### src/rtl/divtimer_pkg.sv
package divtimer_pkg;

  typedef enum logic [1:0] {
    OFS_DIV = 2'd0,
    OFS_CNT = 2'd1,
    OFS_MOD = 2'd2,
    OFS_CTL = 2'd3
  } reg_ofs_e;

  localparam int CTL_W      = 3;
  localparam int CTL_RUN    = 2;

  function automatic int max4(input int a, input int b, input int c, input int d);
    int m;
    m = a;
    if (b > m) m = b;
    if (c > m) m = c;
    if (d > m) m = d;
    return m;
  endfunction

endpackage

### src/rtl/divtimer_divider.sv
module divtimer_divider #(
  parameter int DIV_DOTS = 256,
  parameter int DATA_W   = 8,
  parameter int TAP      = 4
) (
  input  logic              clk,
  input  logic              rst,
  input  logic              tick,
  input  logic              clr,
  output logic [DATA_W-1:0] div_o,
  output logic              aud_tick_o
);

  localparam int PW = $clog2(DIV_DOTS) + 1;
  localparam logic [PW-1:0] LAST = PW'(DIV_DOTS - 1);

  logic [PW-1:0]     pre_q;
  logic              inc;
  logic [DATA_W-1:0] div_nxt;

  assign inc     = tick && (pre_q == LAST);
  assign div_nxt = div_o + 1'b1;

  always_ff @(posedge clk) begin
    if (rst) begin
      pre_q <= '0;
    end else if (tick) begin
      pre_q <= inc ? '0 : pre_q + 1'b1;
    end
  end

  always_ff @(posedge clk) begin
    if (rst) begin
      div_o      <= '0;
      aud_tick_o <= 1'b0;
    end else if (clr) begin
      div_o      <= '0;
      aud_tick_o <= 1'b0;
    end else if (inc) begin
      div_o      <= div_nxt;
      aud_tick_o <= div_o[TAP] && !div_nxt[TAP];
    end else begin
      aud_tick_o <= 1'b0;
    end
  end

  AST_DIV_CLEAR: assert property (@(posedge clk) disable iff (rst)
    $past(clr) |-> (div_o == '0) && !aud_tick_o);

  AST_AUD_EDGE: assert property (@(posedge clk) disable iff (rst)
    aud_tick_o |-> !div_o[TAP] && $past(div_o[TAP]));

  AST_DIV_STEP: assert property (@(posedge clk) disable iff (rst)
    (!$past(clr) && (div_o != $past(div_o))) |-> (div_o == $past(div_o) + 1'b1));

endmodule

### src/rtl/divtimer_rate.sv
module divtimer_rate #(
  parameter int SHIFT0 = 10,
  parameter int SHIFT1 = 4,
  parameter int SHIFT2 = 6,
  parameter int SHIFT3 = 8
) (
  input  logic       clk,
  input  logic       rst,
  input  logic       tick,
  input  logic       en,
  input  logic [1:0] sel,
  output logic       step_o
);

  localparam int MAXS  = divtimer_pkg::max4(SHIFT0, SHIFT1, SHIFT2, SHIFT3);
  localparam int ACC_W = MAXS + 1;
  localparam int NSEL  = 4;
  localparam int SHIFTS [NSEL] = '{SHIFT0, SHIFT1, SHIFT2, SHIFT3};

  logic [ACC_W-1:0] per_tab [NSEL];
  logic [ACC_W-1:0] acc_q;
  logic [ACC_W-1:0] acc_inc;
  logic [ACC_W-1:0] period;

  for (genvar g = 0; g < NSEL; g++) begin : g_per
    assign per_tab[g] = ACC_W'(1) << SHIFTS[g];
  end

  assign period  = per_tab[sel];
  assign acc_inc = acc_q + 1'b1;
  assign step_o  = en && tick && (acc_inc >= period);

  always_ff @(posedge clk) begin
    if (rst) begin
      acc_q <= '0;
    end else if (en && tick) begin
      acc_q <= step_o ? acc_inc - period : acc_inc;
    end
  end

  AST_ACC_BOUND: assert property (@(posedge clk) disable iff (rst)
    acc_q < (ACC_W'(1) << MAXS));

  AST_ACC_HOLD: assert property (@(posedge clk) disable iff (rst)
    !en |=> $stable(acc_q));

endmodule

### src/rtl/divtimer_counter.sv
module divtimer_counter #(
  parameter int DATA_W = 8
) (
  input  logic              clk,
  input  logic              rst,
  input  logic              step,
  input  logic              wr_cnt,
  input  logic              wr_mod,
  input  logic [DATA_W-1:0] wdata,
  output logic [DATA_W-1:0] cnt_o,
  output logic [DATA_W-1:0] mod_o,
  output logic              irq_o
);

  always_ff @(posedge clk) begin
    if (rst) begin
      cnt_o <= '0;
      mod_o <= '0;
      irq_o <= 1'b0;
    end else begin
      irq_o <= 1'b0;
      if (wr_mod) mod_o <= wdata;
      if (wr_cnt) begin
        cnt_o <= wdata;
      end else if (step) begin
        if (cnt_o == '1) begin
          cnt_o <= mod_o;
          irq_o <= 1'b1;
        end else begin
          cnt_o <= cnt_o + 1'b1;
        end
      end
    end
  end

  AST_RELOAD_VALUE: assert property (@(posedge clk) disable iff (rst)
    irq_o |-> (cnt_o == $past(mod_o)) && ($past(cnt_o) == '1));

  AST_CNT_INC: assert property (@(posedge clk) disable iff (rst)
    ($past(step) && !$past(wr_cnt) && ($past(cnt_o) != '1)) |->
      (cnt_o == $past(cnt_o) + 1'b1) && !irq_o);

  AST_CNT_WRITE: assert property (@(posedge clk) disable iff (rst)
    $past(wr_cnt) |-> (cnt_o == $past(wdata)) && !irq_o);

  AST_CNT_IDLE: assert property (@(posedge clk) disable iff (rst)
    (!$past(step) && !$past(wr_cnt)) |-> $stable(cnt_o));

endmodule

### src/rtl/divtimer.sv
module divtimer #(
  parameter int DATA_W   = 8,
  parameter int DIV_DOTS = 256,
  parameter int AUD_TAP  = 4,
  parameter int SHIFT0   = 10,
  parameter int SHIFT1   = 4,
  parameter int SHIFT2   = 6,
  parameter int SHIFT3   = 8
) (
  input  logic              clk,
  input  logic              rst,
  input  logic              dot_tick,
  input  logic [1:0]        bus_addr,
  input  logic              bus_wr,
  input  logic              bus_rd,
  input  logic [DATA_W-1:0] bus_wdata,
  output logic [DATA_W-1:0] bus_rdata,
  output logic              irq_timer,
  output logic              seq_tick
);

  import divtimer_pkg::*;

  localparam int PAD_W = DATA_W - CTL_W;

  logic [CTL_W-1:0]  ctl_q;
  logic [DATA_W-1:0] div_v, cnt_v, mod_v;
  logic [DATA_W-1:0] rd_mux;
  logic              wr_div, wr_cnt, wr_mod, wr_ctl;
  logic              step;

  assign wr_div = bus_wr && (bus_addr == OFS_DIV);
  assign wr_cnt = bus_wr && (bus_addr == OFS_CNT);
  assign wr_mod = bus_wr && (bus_addr == OFS_MOD);
  assign wr_ctl = bus_wr && (bus_addr == OFS_CTL);

  divtimer_divider #(.DIV_DOTS(DIV_DOTS), .DATA_W(DATA_W), .TAP(AUD_TAP)) u_div (
    .clk(clk), .rst(rst), .tick(dot_tick), .clr(wr_div),
    .div_o(div_v), .aud_tick_o(seq_tick)
  );

  divtimer_rate #(.SHIFT0(SHIFT0), .SHIFT1(SHIFT1), .SHIFT2(SHIFT2), .SHIFT3(SHIFT3)) u_rate (
    .clk(clk), .rst(rst), .tick(dot_tick), .en(ctl_q[CTL_RUN]),
    .sel(ctl_q[1:0]), .step_o(step)
  );

  divtimer_counter #(.DATA_W(DATA_W)) u_cnt (
    .clk(clk), .rst(rst), .step(step), .wr_cnt(wr_cnt), .wr_mod(wr_mod),
    .wdata(bus_wdata), .cnt_o(cnt_v), .mod_o(mod_v), .irq_o(irq_timer)
  );

  always_ff @(posedge clk) begin
    if (rst)         ctl_q <= '0;
    else if (wr_ctl) ctl_q <= bus_wdata[CTL_W-1:0];
  end

  always_comb begin
    unique case (bus_addr)
      OFS_DIV: rd_mux = div_v;
      OFS_CNT: rd_mux = cnt_v;
      OFS_MOD: rd_mux = mod_v;
      default: rd_mux = {{PAD_W{1'b1}}, ctl_q};
    endcase
  end

  always_ff @(posedge clk) begin
    if (rst)         bus_rdata <= '0;
    else if (bus_rd) bus_rdata <= rd_mux;
  end

  AST_CTL_PAD: assert property (@(posedge clk) disable iff (rst)
    ($past(bus_rd) && ($past(bus_addr) == OFS_CTL)) |->
      (bus_rdata[DATA_W-1:CTL_W] == '1));

  AST_CTL_WRITE: assert property (@(posedge clk) disable iff (rst)
    $past(wr_ctl) |-> (ctl_q == $past(bus_wdata[CTL_W-1:0])));

endmodule

### config.mk
export PLATFORM = sky130hd
export DESIGN_NAME = divtimer
export DESIGN_NICKNAME = d
export VERILOG_FILES = /design/src/rtl/divtimer_pkg.sv /design/src/rtl/divtimer_divider.sv /design/src/rtl/divtimer_rate.sv /design/src/rtl/divtimer_counter.sv /design/src/rtl/divtimer.sv
export SDC_FILE = /design/constraint.sdc
export NUM_CORES = 1
export LEC_CHECK = 0
export ABC_AREA = 1
export BUFFER_PORTS_ARGS = -buffer_cell sky130_fd_sc_hd__buf_2
export CAP_MARGIN = 5
export CORE_MARGIN = 2
export CORE_UTILIZATION = 40
export CTS_BUF_LIST = sky130_fd_sc_hd__clkbuf_16
export DETAILED_ROUTE_END_ITERATION = 7
export GPL_TIMING_DRIVEN = 0
export MAX_ROUTING_LAYER = met4
export SYNTH_ARGS = -nofsm -noshare
export SYNTH_HDL_FRONTEND = slang
export SYNTH_HIERARCHICAL = 1
export SYNTH_SLANG_ARGS = --single-unit
### constraint.sdc
create_clock -name clk -period 4.1 [get_ports clk]
set_input_delay 0.41 -clock clk [delete_from_list [all_inputs] [get_ports clk]]
set_output_delay 0.41 -clock clk [all_outputs]
set_load 0.03 [all_outputs]
* Word-level counts from Yosys, hierarchy flattened
Index checks and enable logic that the tools add are counted.
** Word-level totals
- Bits in registers :: 57
- Bits of input ports :: 15
- Output and inout port bits :: 10
- Logic and storage cells :: 48
** Cells by class
- Add/sub/neg operators :: 5
- Magnitude comparators :: 2
- Eq/ne operators :: 5
- Mux-type cells :: 10
- Bitwise gates (word level) :: 3
- Reductions and logical operators :: 14
** Operators by type and width (count)
- 11-bit 2-to-1 mux :: 3
- 8-bit 2-to-1 mux :: 3
- 8-bit one-hot mux with 3 select lines :: 1
- 11-bit binary-select mux with 2-bit select :: 1
- 8-bit by 1-bit adder with 8-bit output, second input constant :: 2
- 11-bit by 1-bit adder with 11-bit output, second input constant :: 1
- 11-bit greater-or-equal comparator :: 1
- 11-bit subtractor :: 1
- 9-bit by 1-bit adder with 9-bit output, second input constant :: 1
- 9-bit by 8-bit equality test with 1-bit output, second input constant :: 1
- 9-bit 2-to-1 mux :: 1
- 8-bit equality test, second input constant :: 1
- 1-bit logical AND :: 8
- 3-bit OR reduction :: 2
- 2-bit equality test, second input constant :: 2
- 3-bit greater-or-equal comparator, second input constant :: 1
- 2-bit NOT with 3-bit output :: 1
- 2-bit by 1-bit equality test with 1-bit output, second input constant :: 1
- 2-bit zero test :: 1
- 1-bit NOT :: 2
- 2-bit nonzero test :: 1
- 2-bit OR reduction :: 1
- 1-bit zero test :: 1
- 1-bit 2-to-1 mux :: 1

* Longest topological paths before layout
- Word-level depth :: 8
- Gate-level depth with buffers :: 23
- Mapped depth without buffers :: 23

* Modules after synthesis
Netlist, hierarchy kept.
** Modules (own cells, without submodules)
- divtimer_rate :: instances 1, cells each 166, area an instance 1056.0 um2, sequential area each 220.2 um2
- divtimer_counter :: instances 1, cells each 130, area an instance 928.4 um2, sequential area each 340.3 um2
- divtimer_divider :: instances 1, cells each 114, area an instance 869.6 um2, sequential area each 360.3 um2
- divtimer :: instances 1, cells each 89, area an instance 583.1 um2, sequential area each 220.2 um2

* Worst setup path after synthesis
Ideal clock, no wire load.
- Path type :: reg-to-reg
- Start point :: register u_rate.acc_q[1]
- End point :: register u_cnt.cnt_o[7]
- Arrival time :: 2.893 ns
- Required time :: 4.042 ns
- Slack :: 1.149 ns
- Cell stages (with the launch flop) :: 24
- Clock period less this slack :: 2.951 ns
- Cells stage by stage :: dfxtp_1 -> ha_1 -> nand2_1 -> nor3_1 -> nand4_1 -> xor2_1 -> inv_1 -> ha_1 -> nand3_1 -> nor2_1 -> nand2_1 -> nor2_1 -> nand3_1 -> nor2_2 -> nor2_4 -> nand3_4 -> nand2_2 -> inv_2 -> nand2_2 -> nor2_4 -> o21ai_1 -> inv_1 -> nand2_1 -> nand2_1
** On the way
- Cells in the longest elaborated chain, start to end :: 4
** RTL lines
- start: declaration :: RTL line divtimer_rate.sv:21 : logic [ACC_W-1:0] acc_q;
- start signal: assignment :: RTL line divtimer_rate.sv:37 : acc_q <= step_o ? acc_inc - period : acc_inc;
- 11-bit by 1-bit adder with 11-bit output :: RTL line divtimer_rate.sv:30 : assign acc_inc = acc_q + 1'b1;
- 11-bit greater-or-equal comparator :: RTL line divtimer_rate.sv:31 : assign step_o = en && tick && (acc_inc >= period);
- 1-bit logical AND :: RTL line divtimer_rate.sv:31
- net step :: RTL line divtimer.sv:30 : logic step;
- 2-bit nonzero test (no source line)
- end signal: assignment :: RTL line divtimer_counter.sv:24 : cnt_o <= wdata;
- end signal: assignment :: RTL line divtimer_counter.sv:27 : cnt_o <= mod_o;
- end signal: assignment :: RTL line divtimer_counter.sv:30 : cnt_o <= cnt_o + 1'b1;
- end: declaration :: RTL line divtimer_counter.sv:10 : output logic [DATA_W-1:0] cnt_o,
The timed path passes the listed nets, and every way through them passes these cells.
A chain may end at the register's enable or synchronous reset.

* Final worst setup path
- Start point :: register u_rate.acc_q[1]
- End point :: register u_cnt.cnt_o[6]
The elaborated chain is that of the path after synthesis.

==> results.txt <==
Run status: completed
Final Max Tran Viols: 0
GRT Total Usage: 18.3%
Seq/Total Area, Yosys: 33.2%
Non-Filler Instances: 644
Critical Path RT: 4350 ps
Leak: 1.77 nW
Port Buffers: 24
Worst vdd ir: 0.237 mV
Design area: 0.00398 mm²
CP Launch Type: register
Sequential cell area: 0.00114 mm²
Crit path DAT: 3900 ps
Min-Delay Path Depth: 3
Hold Crit Start: bus_wdata[5]
CTS resizes: 0
Hold slack: 324 ps
Pin count of the biggest net entering global routing: 20
Placed cell area: 0.00369 mm²
PD cells: 364 mW/mm²
Reg clk slew, reported paths: 50 ps
Worst relative slew slack: 34.4%
Area growth syn-to-layout: 15.7%
Nets@finish: 560
Vias in the first global route: 3,027
Post-synth EDFFs: 0
Worst-Margin Slew: 976 ps
Min-Delay Endpoint: u_cnt/mod_o[5]
Wirelength, routed: 8030 µm
Clock skew: 8.39 ps
Clock sink count: 57
Die height: 96.7 µm
Hold_buf cts: 0
Post-synthesis cell type count: 37
Synthesized instance count: 499
GRT busiest layer: met2
Antenna-violating nets left: 0
YS warnings: 6
Final Hold Vio Count: 0
Root Driver: clkbuf_16
Congestion Overflow GR: 0
Core Rows: 33
CTS Buf Count: 9
Drt drc: 0
Setup_tns: 0 ps
FF-to-FF End: u_cnt/cnt_o[6]
Worst r2r src: u_rate/acc_q[1]
Syn Nets: 525
# H-tree levels: 3
CTS tree: built
Routed vias: 3,211
Ys flop type: dfxtp_1
Placed Instances: 628
Synth Register Bits: 57
Met3 usage in global routing: 4.34%
Met2 usage: 30.4%
First DRT Iteration DRCs: 118
Clock Latency Late Sink: 320 ps
RSZ-0062 raised after global routing: false
Share of cells above drive strength 1: 17.3%
Final period util: 89.1%
Ant diodes: 0
Gpl congestion: 0.851
Mapped Area: 0.00344 mm²
Multi-input gate area: 0.00204 mm²
CP Class: reg -> reg
Tightest Hold Check Type: in -> reg
Post-CTS Repair Setup Buffers: 0
DRT Pass-1 Iters: 4
Async SR Flop Fraction: 0%
Max-Cap Viols: 0
Most frequent cells in the layout: 106 x nand2_1, 69 x nor2_1, 57 x dfxtp_1
Die width: 96.7 µm
Die area: 0.00935 mm²
Critical path peak fanout: 8
Vias per Instance: 4.99
Fill cells: 863
F_max: 274 MHz
Met1 usage: 22.5%
Initial antenna violation count: 0
Final min period: 3660 ps
Routed WL per cell: 12.5 µm
Boundary Pins: 25
DP HPWL: 6070 µm
Initial core utilization: 41.6%
Mean Syn Cell Area: 6.89 µm²
Cells on worst reg2reg path: 21
Final setup viols: 0
Clock Path Buffers: 2
Flop-to-flop setup slack: 440 ps
First-pass GRT wire length: 13,900 µm
Crit. End Element: register
Most common cell after layout, fill and taps aside: nand2_1
Core area: 0.00826 mm²
-- layer usage --
metal	routed length, µm	up-vias
met3	333	4
met4	68	0
li1	-	1696
met2	3840	64
met1	3790	1447
met5	0	-
-- logic make-up after synthesis --
| kind of cell | synth area share [%] |
|---|---|
| XOR/XNOR | 2.80 |
| flip-flops | 33.2 |
| adder cells (fa/ha/maj) | 4.00 |
| buffers and inverters | 7.57 |
| AND/OR/NAND/NOR | 39.4 |
| AO/OA/AOI/OAI | 13.1 |
-- power breakdown --
group	switching (mW)	internal, mW	total [mW]
combinational	0.0954	0.0493	0.145
sequential	0.0168	0.573	0.590
clock	0.252	0.463	0.714
-- area by class of cell --
cell class | count | share of cell area [%]
multi-input combinational | 376 | 51.2
clock buffer | 9 | 5.66
sequential | 57 | 28.7
clock inverter | 7 | 1.57
timing repair buffer | 24 | 3.02
tap | 105 | 3.30
buffer | 6 | 0.881
inverter | 60 | 5.66
-- how the worst max path moves through the flow --
| stage | startpoint | slack (ps) | to | depth (start not counted) |
|---|---|---|---|---|
| final | u_rate/acc_q[1] | 440 | u_cnt/cnt_o[6] | 21 |
| after global routing | u_rate/acc_q[1] | 70 | u_cnt/cnt_o[6] | 21 |
| after CTS | u_rate/acc_q[1] | 450 | u_cnt/cnt_o[6] | 21 |
| after detailed placement | u_rate/acc_q[1] | 470 | u_cnt/cnt_o[6] | 21 |
| after global placement | u_rate/acc_q[1] | 480 | u_cnt/cnt_o[7] | 23 |
| after floorplan | u_rate/acc_q[1] | 1150 | u_cnt/cnt_o[7] | 23 |
-- state kept, by name (all words and copies together) (netlist names) --
signal / flops
bus_rdata: 8
u_div/aud_tick_o: 1
u_cnt/mod_o: 8
u_rate/acc_q: 11
u_div/div_o: 8
u_div/pre_q: 9
u_cnt/cnt_o: 8
u_cnt/irq_o: 1
ctl_q: 3
-- critical path, cell delays in order, from the launching register on --
cell and delay, ps:
dfxtp_1 430, ha_1 220, nand2_1 80, nor3_1 360, nand4_1 160, xor2_1 240, inv_1 70, ha_1 430
nand3_1 140, nor2_1 110, nand2_1 60, nor2_1 100, nand3_1 110, nor2_2 140, nor2_4 60, nand3_4 100
nand2_2 70, inv_2 130, nand2_2 110, nor2_4 190, o21ai_0 130, o22ai_1 120
-- stage by stage --
step           total power, mW  setup slack [ps]  util, %
6_report                  1.45               445     48.2
5_1_grt                   1.52              69.6     48.2
4_1_cts                   1.47               450     48.2
3_5_place_dp             0.745               469     44.7
3_3_place_gp             0.743               476     44.7
2_1_floorplan            0.699              1150        -
-- cells in the mapped netlist, types with 2 or more instances --
cell	count	area, µm²
clkinv_1	2	7.51
nor2_4	8	90.1
dfxtp_1	57	1140
o211ai_1	3	22.5
a22oi_1	4	30.0
o21ai_0	31	155
nand3_1	34	170
o22ai_1	2	12.5
clkbuf_1	2	7.51
xor2_1	6	52.6
a31oi_1	5	31.3
nor2_2	3	18.8
xnor2_1	5	43.8
nand2_4	4	45.0
a21oi_1	26	130
nor3_1	5	25.0
nor2_8	3	60.1
nor2_1	69	259
nand2_1	106	398
o21ai_1	8	40.0
nand3_2	4	40.0
inv_2	5	18.8
inv_1	53	199
ha_1	11	138
or2_2	5	31.3
nand4_1	12	75.1
nand2_2	16	100
Note: power is estimated with default switching activity, not from simulation.
